$ cat config.mk
export PLATFORM = sky130hd
export DESIGN_NAME = lcd_bus_writer
export DESIGN_NICKNAME = d
export VERILOG_FILES = /design/src/rtl/lcd_bus_writer.sv
export SDC_FILE = /design/constraint.sdc
export NUM_CORES = 1
export LEC_CHECK = 0
export ABC_AREA = 1
export BUFFER_PORTS_ARGS = -buffer_cell sky130_fd_sc_hd__clkbuf_2
export CORE_UTILIZATION = 35
export DETAILED_ROUTE_END_ITERATION = 8
export PLACE_DENSITY = 0.73
export SLEW_MARGIN = 20
export SYNTH_ARGS = -nofsm -noshare
export SYNTH_HDL_FRONTEND = slang
export SYNTH_SLANG_ARGS = --single-unit
$ cat constraint.sdc
create_clock -name clk -period 1.3 [get_ports clk]
set_input_delay 0.13 -clock clk [delete_from_list [all_inputs] [get_ports clk]]
set_output_delay 0.13 -clock clk [all_outputs]
set_load 0.01 [all_outputs]
$ cat src/rtl/lcd_bus_writer.sv
module lcd_bus_writer #(
  parameter int DATA_W = 16,
  parameter int CNT_W  = 4
) (
  input  logic              clk,
  input  logic              rst_n,
  input  logic              req,
  input  logic              req_is_data,
  input  logic [DATA_W-1:0] req_word,
  input  logic [CNT_W-1:0]  cmd_setup,
  input  logic [CNT_W-1:0]  cmd_hold,
  input  logic [CNT_W-1:0]  dat_setup,
  input  logic [CNT_W-1:0]  dat_hold,
  output logic              busy,
  output logic              lcd_dsel,
  output logic              lcd_wr_n,
  output logic [DATA_W-1:0] lcd_bus
);

  typedef enum logic [1:0] {S_IDLE, S_SETUP, S_STROBE, S_HOLD} st_t;

  st_t              st;
  logic [CNT_W-1:0] cnt, hold_q;
  logic [DATA_W-1:0] bus_q;
  logic             dsel_q;

  function automatic logic [CNT_W-1:0] last_idx(input logic [CNT_W-1:0] n);
    return (n == '0) ? '0 : n - 1'b1;
  endfunction

  wire              accept    = req && (st == S_IDLE);
  wire [CNT_W-1:0]  sel_setup = req_is_data ? dat_setup : cmd_setup;
  wire [CNT_W-1:0]  sel_hold  = req_is_data ? dat_hold  : cmd_hold;

  always_ff @(posedge clk) begin
    if (!rst_n) begin
      st     <= S_IDLE;
      cnt    <= '0;
      hold_q <= '0;
      bus_q  <= '0;
      dsel_q <= 1'b0;
    end else begin
      case (st)
        S_IDLE: if (accept) begin
          st     <= S_SETUP;
          cnt    <= last_idx(sel_setup);
          hold_q <= last_idx(sel_hold);
          bus_q  <= req_word;
          dsel_q <= req_is_data;
        end
        S_SETUP: if (cnt == '0) st <= S_STROBE;
                 else cnt <= cnt - 1'b1;
        S_STROBE: begin
          st  <= S_HOLD;
          cnt <= hold_q;
        end
        S_HOLD: if (cnt == '0) st <= S_IDLE;
                else cnt <= cnt - 1'b1;
        default: st <= S_IDLE;
      endcase
    end
  end

  assign busy     = (st != S_IDLE);
  assign lcd_wr_n = (st != S_STROBE);
  assign lcd_bus  = bus_q;
  assign lcd_dsel = dsel_q;

endmodule

==> run summary, run 1 <==
Tcrit/Tclk final: 1.01
Die Ht: 67.7 um
Post-synth EDFFs: 0
Cell with the most instances after synthesis: nand2_1
CTS buffer count: 3
Post-synth top area share: 0.358
Status: finished, violations left
Min cycle time layout: 1.32 ns
Max-slew violations: 0
Final antenna-violating net count: 0
Diode count: 0
Fill count: 388
Hold buffer count at CTS: 0
VDD IR max: 1.09 mV
Clk sinks: 27
Vias in the first global route: 1346
H-Tree Depth: 1
Crit start category: register
Reg clk slew, reported paths: 0.10 ns
GRT overflow: 0
Top cell type by total area after synthesis: dfxtp_1
Finished Cell Area: 0.00203 mm2
CTS Buffer Depth: 2
Setup CP Type: reg2out
Port bufs: 54
Setup violations, final: 2
Area contributors post-synth: dfxtp_1 36%, nand2_1 17%, nor2_1 11%
Crit path cell chain: inv_4 > ha_2 > inv_1 > clkbuf_2
Drt first-iter violations: 52
Cell count after synthesis: 240
Clock Skew: 0.00444 ns
CTS tree: done
Routed wire length: 3470 um
Slowest CP cell: dfxtp_4
Count of cell types in the netlist: 17
Drt via density: 4.58
Pleak: 0.00108 uW
Crit path largest cell delay: 0.41 ns
CORE AREA: 0.00406 mm2
All-Layer GR Usage: 0.155
Clock latency on the worst-skew pair: 0.27 ns
Antenna violations before repair: 0
Fmax: 760 MHz
Final HPWL DP: 2530 um
Placed cell count: 346
Relative slew slack: 0.724
Least-Margin Pin Slew: 0.414 ns
Syn nets: 283
Core Util, Final: 0.499
Share of the yosys chip area belonging to registers: 0.358
DR WL/cell: 9.91 um
RSZ-0062 raised after global routing: true
Post-CTS setup buffers: 0
Endpoints failing hold: 0
Die footprint: 0.00458 mm2
Worst Hold Class: in2reg
DRC Markers: 0
Final TNS setup: -0.0253 ns
Final Wtd Congestion: 0.833
PD cells: 1790 mW/mm2
Violated checks: negative setup slack
Seq cells post-synth: 27
Largest net degree at the start of global routing: 26
Root Buffer Master: clkbuf_8
Row cnt: 23
Post-synth top cells: 70 x nand2_1, 44 x nor2_1, 28 x inv_1, 27 x dfxtp_1, 24 x o21ai_0
CP endpoint kind: output port
Crit-path max FO: 5
First-pass GRT wire length: 5470 um
IO Pins: 55
Critical path arrival: 1.19 ns
Required @ worst endpoint: 1.17 ns
Post-Layout Cell Count: 350
DR vias: 1603
Area growth, synth to finish: 34.2%
Placed cell area: 0.00188 mm2
Die X: 67.7 um
Worst setup margin: -0.0152 ns
Fraction of registers with async set/reset: 0
Initial Util: 0.372
Synthesized area: 0.00151 mm2
Layout cells sized above 1: 0.310
Warnings, synthesis: 0
Max-cap violation count: 0
Final net count: 344
Main flop type after synthesis: dfxtp_1
Synthesized area per cell: 6.29 um2
Drt first pass iters: 4
registers in the layout, indices dropped and copies added, names as in the netlist:
name	cells
cnt	4
hold_q	4
lcd_bus	16
lcd_dsel	1
st	2
report_power, final:
part	switching, uW	total [uW]	leakage [uW]	internal (uW)
combinational	1050	1870	0.000830	819
clock	278	503	0.0000261	225
sequential	167	1260	0.000224	1090
final cells by class:
| cell class | instances | area (um2) | share of cell area |
|---|---|---|---|
| multi-input combinational | 176 | 883 | 0.436 |
| inverter | 29 | 116 | 0.0574 |
| sequential | 27 | 548 | 0.271 |
| timing repair buffer | 64 | 365 | 0.180 |
| tap | 50 | 62.6 | 0.0309 |
| clock buffer | 3 | 41.3 | 0.0204 |
| clock inverter | 1 | 8.76 | 0.00432 |
through the flow:
stage,setup WS (ns),hold WS (ns),total power [uW]
5_1_grt,-0.0670,0.0969,3950
3_3_place_gp,-0.0403,0.376,2840
6_report,-0.0152,0.0967,3630
4_1_cts,0.0167,0.0958,3400
2_1_floorplan,0.0157,0.268,2270
3_5_place_dp,-0.0801,0.390,2860
per-layer routing:
layer | share of wire | vias up | GRT usage
li1 | - | 862 | -
met1 | 0.43 | 701 | 0.175
met2 | 0.52 | 36 | 0.286
met3 | 0.042 | 4 | 0.0456
met4 | 0.0098 | 0 | 0.0239
met5 | 0 | - | 0
worst max-delay path, delay by kind of cell (launching register included):
family | cells | cell delay, ns
fa+ha+maj | 1 | 0.21
buf+inv | 3 | 0.29
flops | 1 | 0.41
cell usage in the layout (no fill, tap or decap):
| cell | n |
|---|---|
| a21oi_1 | 13 |
| a21oi_2 | 2 |
| buf_12 | 1 |
| buf_4 | 7 |
| buf_6 | 2 |
| clkbuf_2 | 54 |
| clkbuf_8 | 3 |
| dfxtp_1 | 25 |
| dfxtp_4 | 2 |
| ha_1 | 3 |
| ha_2 | 1 |
| ha_4 | 3 |
| inv_1 | 22 |
| inv_2 | 4 |
| inv_4 | 3 |
| inv_6 | 1 |
| nand2_1 | 70 |
| nand2_2 | 2 |
| nand2_4 | 1 |
| nand3_1 | 10 |
| nand3_2 | 1 |
| nor2_1 | 41 |
| nor2_2 | 3 |
| nor2_4 | 1 |
| o21ai_0 | 21 |
| o21ai_1 | 2 |
| o21ai_2 | 1 |
| o21bai_4 | 1 |
kinds of logic (layout without fill, tap and decap cells):
family | count (synthesis) | count (layout) | share of synthesized area
AO/OA/AOI/OAI | 40 | 40 | 0.139
adder cells (fa/ha/maj) | 7 | 7 | 0.0580
buffers and inverters | 37 | 97 | 0.104
AND/OR/NAND/NOR | 129 | 129 | 0.340
flip-flops | 27 | 27 | 0.358
what timing repair did:
| action | CTS | global route |
|---|---|---|
| gates cloned | 0 | 0 |
| gates resized for setup | 4 | 25 |
| pin swaps | 1 | 6 |
| endpoints found under the setup margin | 7 | 25 |
path summary, 6_finish.rpt:
check	start	to	slack (ns)	cells after the start
worst max-delay path	st[0]	lcd_wr_n	-0.02	4
worst max register to register	st[0]	cnt[2]	-0.01	7
worst min register to register	hold_q[2]	hold_q[2]	0.48	2
worst min-delay path	req_word[0]	lcd_bus[0]	0.1	3
Note: power is estimated with default switching activity, not from simulation.
==> run 2, diff against run 1 <==
--- a/config.mk
+++ b/config.mk
@@ -7,9 +7,9 @@
 export LEC_CHECK = 0
 export ABC_AREA = 1
 export BUFFER_PORTS_ARGS = -buffer_cell sky130_fd_sc_hd__clkbuf_2
-export CORE_UTILIZATION = 35
+export CORE_UTILIZATION = 44
 export DETAILED_ROUTE_END_ITERATION = 8
-export PLACE_DENSITY = 0.73
+export PLACE_DENSITY = 0.86
 export SLEW_MARGIN = 20
 export SYNTH_ARGS = -nofsm -noshare
 export SYNTH_HDL_FRONTEND = slang
==> run 2 against run 1 <==
  * Core utilization is 13 points higher
  * The flow still finishes with violations (negative setup slack)
  * Fmax is 1.0% lower
  * Sequential cell count did not move
  * Die area down 20%
  * First-iteration DRC count rose by 5.8%
  * Count of clock-buffer cells in the layout is the same
==> run summary, run 2 (same netlist as run 1, synthesis figures left out) <==
Die Ht: 60.6 um
H-Tree Depth: 1
Status: finished, violations left
RSZ-0062 raised after global routing: true
CORE AREA: 0.00315 mm2
Crit start category: register
DR WL/cell: 9.80 um
Tcrit/Tclk final: 1.02
RR Endpoint: cnt[1]
Number of flip-flops in the largest register: 16
Port bufs: 54
Worst Hold End: lcd_bus[4]
Drt first-iter violations: 55
Critical Path Start: st[1]
Core Util, Final: 0.634
Slowest CP cell: dfxtp_4
Final HPWL DP: 2580 um
PD cells: 1740 mW/mm2
Area growth, synth to finish: 32.5%
Clk sinks: 27
GRT overflow: 0
IO Pins: 55
Setup violations, final: 1
Worst r2r path cells: 8
WP buf/inv: 2
Area of the multi-input gates: 860 um2
Reg clk slew, reported paths: 0.14 ns
Die X: 60.6 um
Initial Util: 0.479
Final net count: 347
Fmax: 752 MHz
Worst setup margin: -0.0291 ns
Violated checks: negative setup slack
Drt via density: 4.68
Diode count: 0
CTS buffer count: 3
Worst Hold Class: in2reg
Hold path depth: 3
Min cycle time layout: 1.33 ns
Required @ worst endpoint: 1.56 ns
Row cnt: 20
Largest net degree at the start of global routing: 26
R2r setup slk: -0.03 ns
Least-Margin Pin Slew: 0.409 ns
VDD IR max: 1.14 mV
Commonest non-fill, non-tap cell in the layout: nand2_1
Crit-path max FO: 8
Clock Skew: 0.00581 ns
Finished Cell Area: 0.00200 mm2
Pleak: 0.00109 uW
First-pass GRT wire length: 5700 um
Final Wtd Congestion: 0.816
Final antenna-violating net count: 0
Hold buffer count at CTS: 0
Routed wire length: 3400 um
CTS tree: done
Layout cells sized above 1: 0.310
CP endpoint kind: register
Most frequent cells in the layout: 69 x nand2_1, 52 x clkbuf_2, 43 x nor2_1, 24 x dfxtp_1
Drt first pass iters: 4
Crit path cell chain: inv_4 > ha_2 > nor2_2 > buf_6 > o21bai_4 > nor2_1 > nand2_1 > a21oi_2
Root Buffer Master: clkbuf_4
Endpoints failing hold: 0
Max-slew violations: 0
Antenna violations before repair: 0
Critical path arrival: 1.59 ns
Crit path largest cell delay: 0.40 ns
Max-cap violation count: 0
Fill count: 294
Relative slew slack: 0.727
Placed cell area: 0.00186 mm2
Sequential standard cell area: 549 um2
Setup CP Type: reg2reg
Clock latency on the worst-skew pair: 0.31 ns
Vias in the first global route: 1485
Critical path's top delay family: flip-flops
DR vias: 1625
Hold path startpoint: req_word[4]
DRC Markers: 0
Reg2reg start: st[1]
Die footprint: 0.00367 mm2
CTS Buffer Depth: 2
All-Layer GR Usage: 0.199
-- run 2: routing by layer --
layer | global-route usage | share of wire | up-vias | wire length, um
met5 | 0 | 0 | - | 0
met4 | 0.0357 | 0.0038 | 0 | 13
met3 | 0.0341 | 0.034 | 2 | 115
met2 | 0.370 | 0.51 | 28 | 1740
met1 | 0.243 | 0.45 | 728 | 1530
li1 | - | - | 867 | -
-- run 2: report_power, final --
group | switching, uW | internal (uW) | total (uW)
Clock | 233 | 115 | 348
Combinational | 1050 | 845 | 1890
Sequential | 152 | 1090 | 1240
Total | 1430 | 2050 | 3480
-- run 2: worst reg2reg max path, cell delays in order, from the launching register on --
cell      delay (ns)
dfxtp_4         0.40
inv_4           0.05
ha_2            0.17
nor2_2          0.14
buf_6           0.12
o21bai_4        0.09
nor2_1          0.11
nand2_1         0.07
a21oi_2         0.13
-- run 2: layout make-up --
cell class / count / share of cell area
Multi-Input combinational cell: 176 / 0.430
Tap cell: 44 / 0.0275
Inverter: 29 / 0.0594
Sequential cell: 27 / 0.275
Clock buffer: 3 / 0.0113
Clock inverter: 1 / 0.00250
Timing Repair Buffer: 67 / 0.195
-- run 2: timing repair --
action,4_1_cts,5_1_grt
endpoints found under the setup margin,24,27
buffers inserted,0,3
pin swaps,0,8
hold endpoints to repair,0,0
gates resized for setup,9,21
-- run 2: worst max-delay path by stage --
stage / end / slack [ns] / depth (start not counted)
2_1_floorplan: st[1] / 0.02 / 8
3_3_place_gp: cnt[1] / -0.03 / 8
3_5_place_dp: cnt[1] / -0.11 / 7
4_1_cts: cnt[1] / -0.02 / 8
5_1_grt: cnt[1] / -0.11 / 8
6_report: cnt[1] / -0.03 / 8
-- run 2: per-stage QoR --
stage               total power (uW)  setup TNS (ns)  setup WS (ns)  hold slack (ns)  cells
floorplan                       2270               0         0.0157            0.268    240
global placement                2790          -0.106        -0.0320            0.378    340
detailed placement              2840          -0.780         -0.107            0.387    340
CTS                             3260         -0.0203        -0.0160           0.0548    344
global route                    3810          -0.646         -0.113           0.0480    347
finish                          3480         -0.0291        -0.0291           0.0578    347
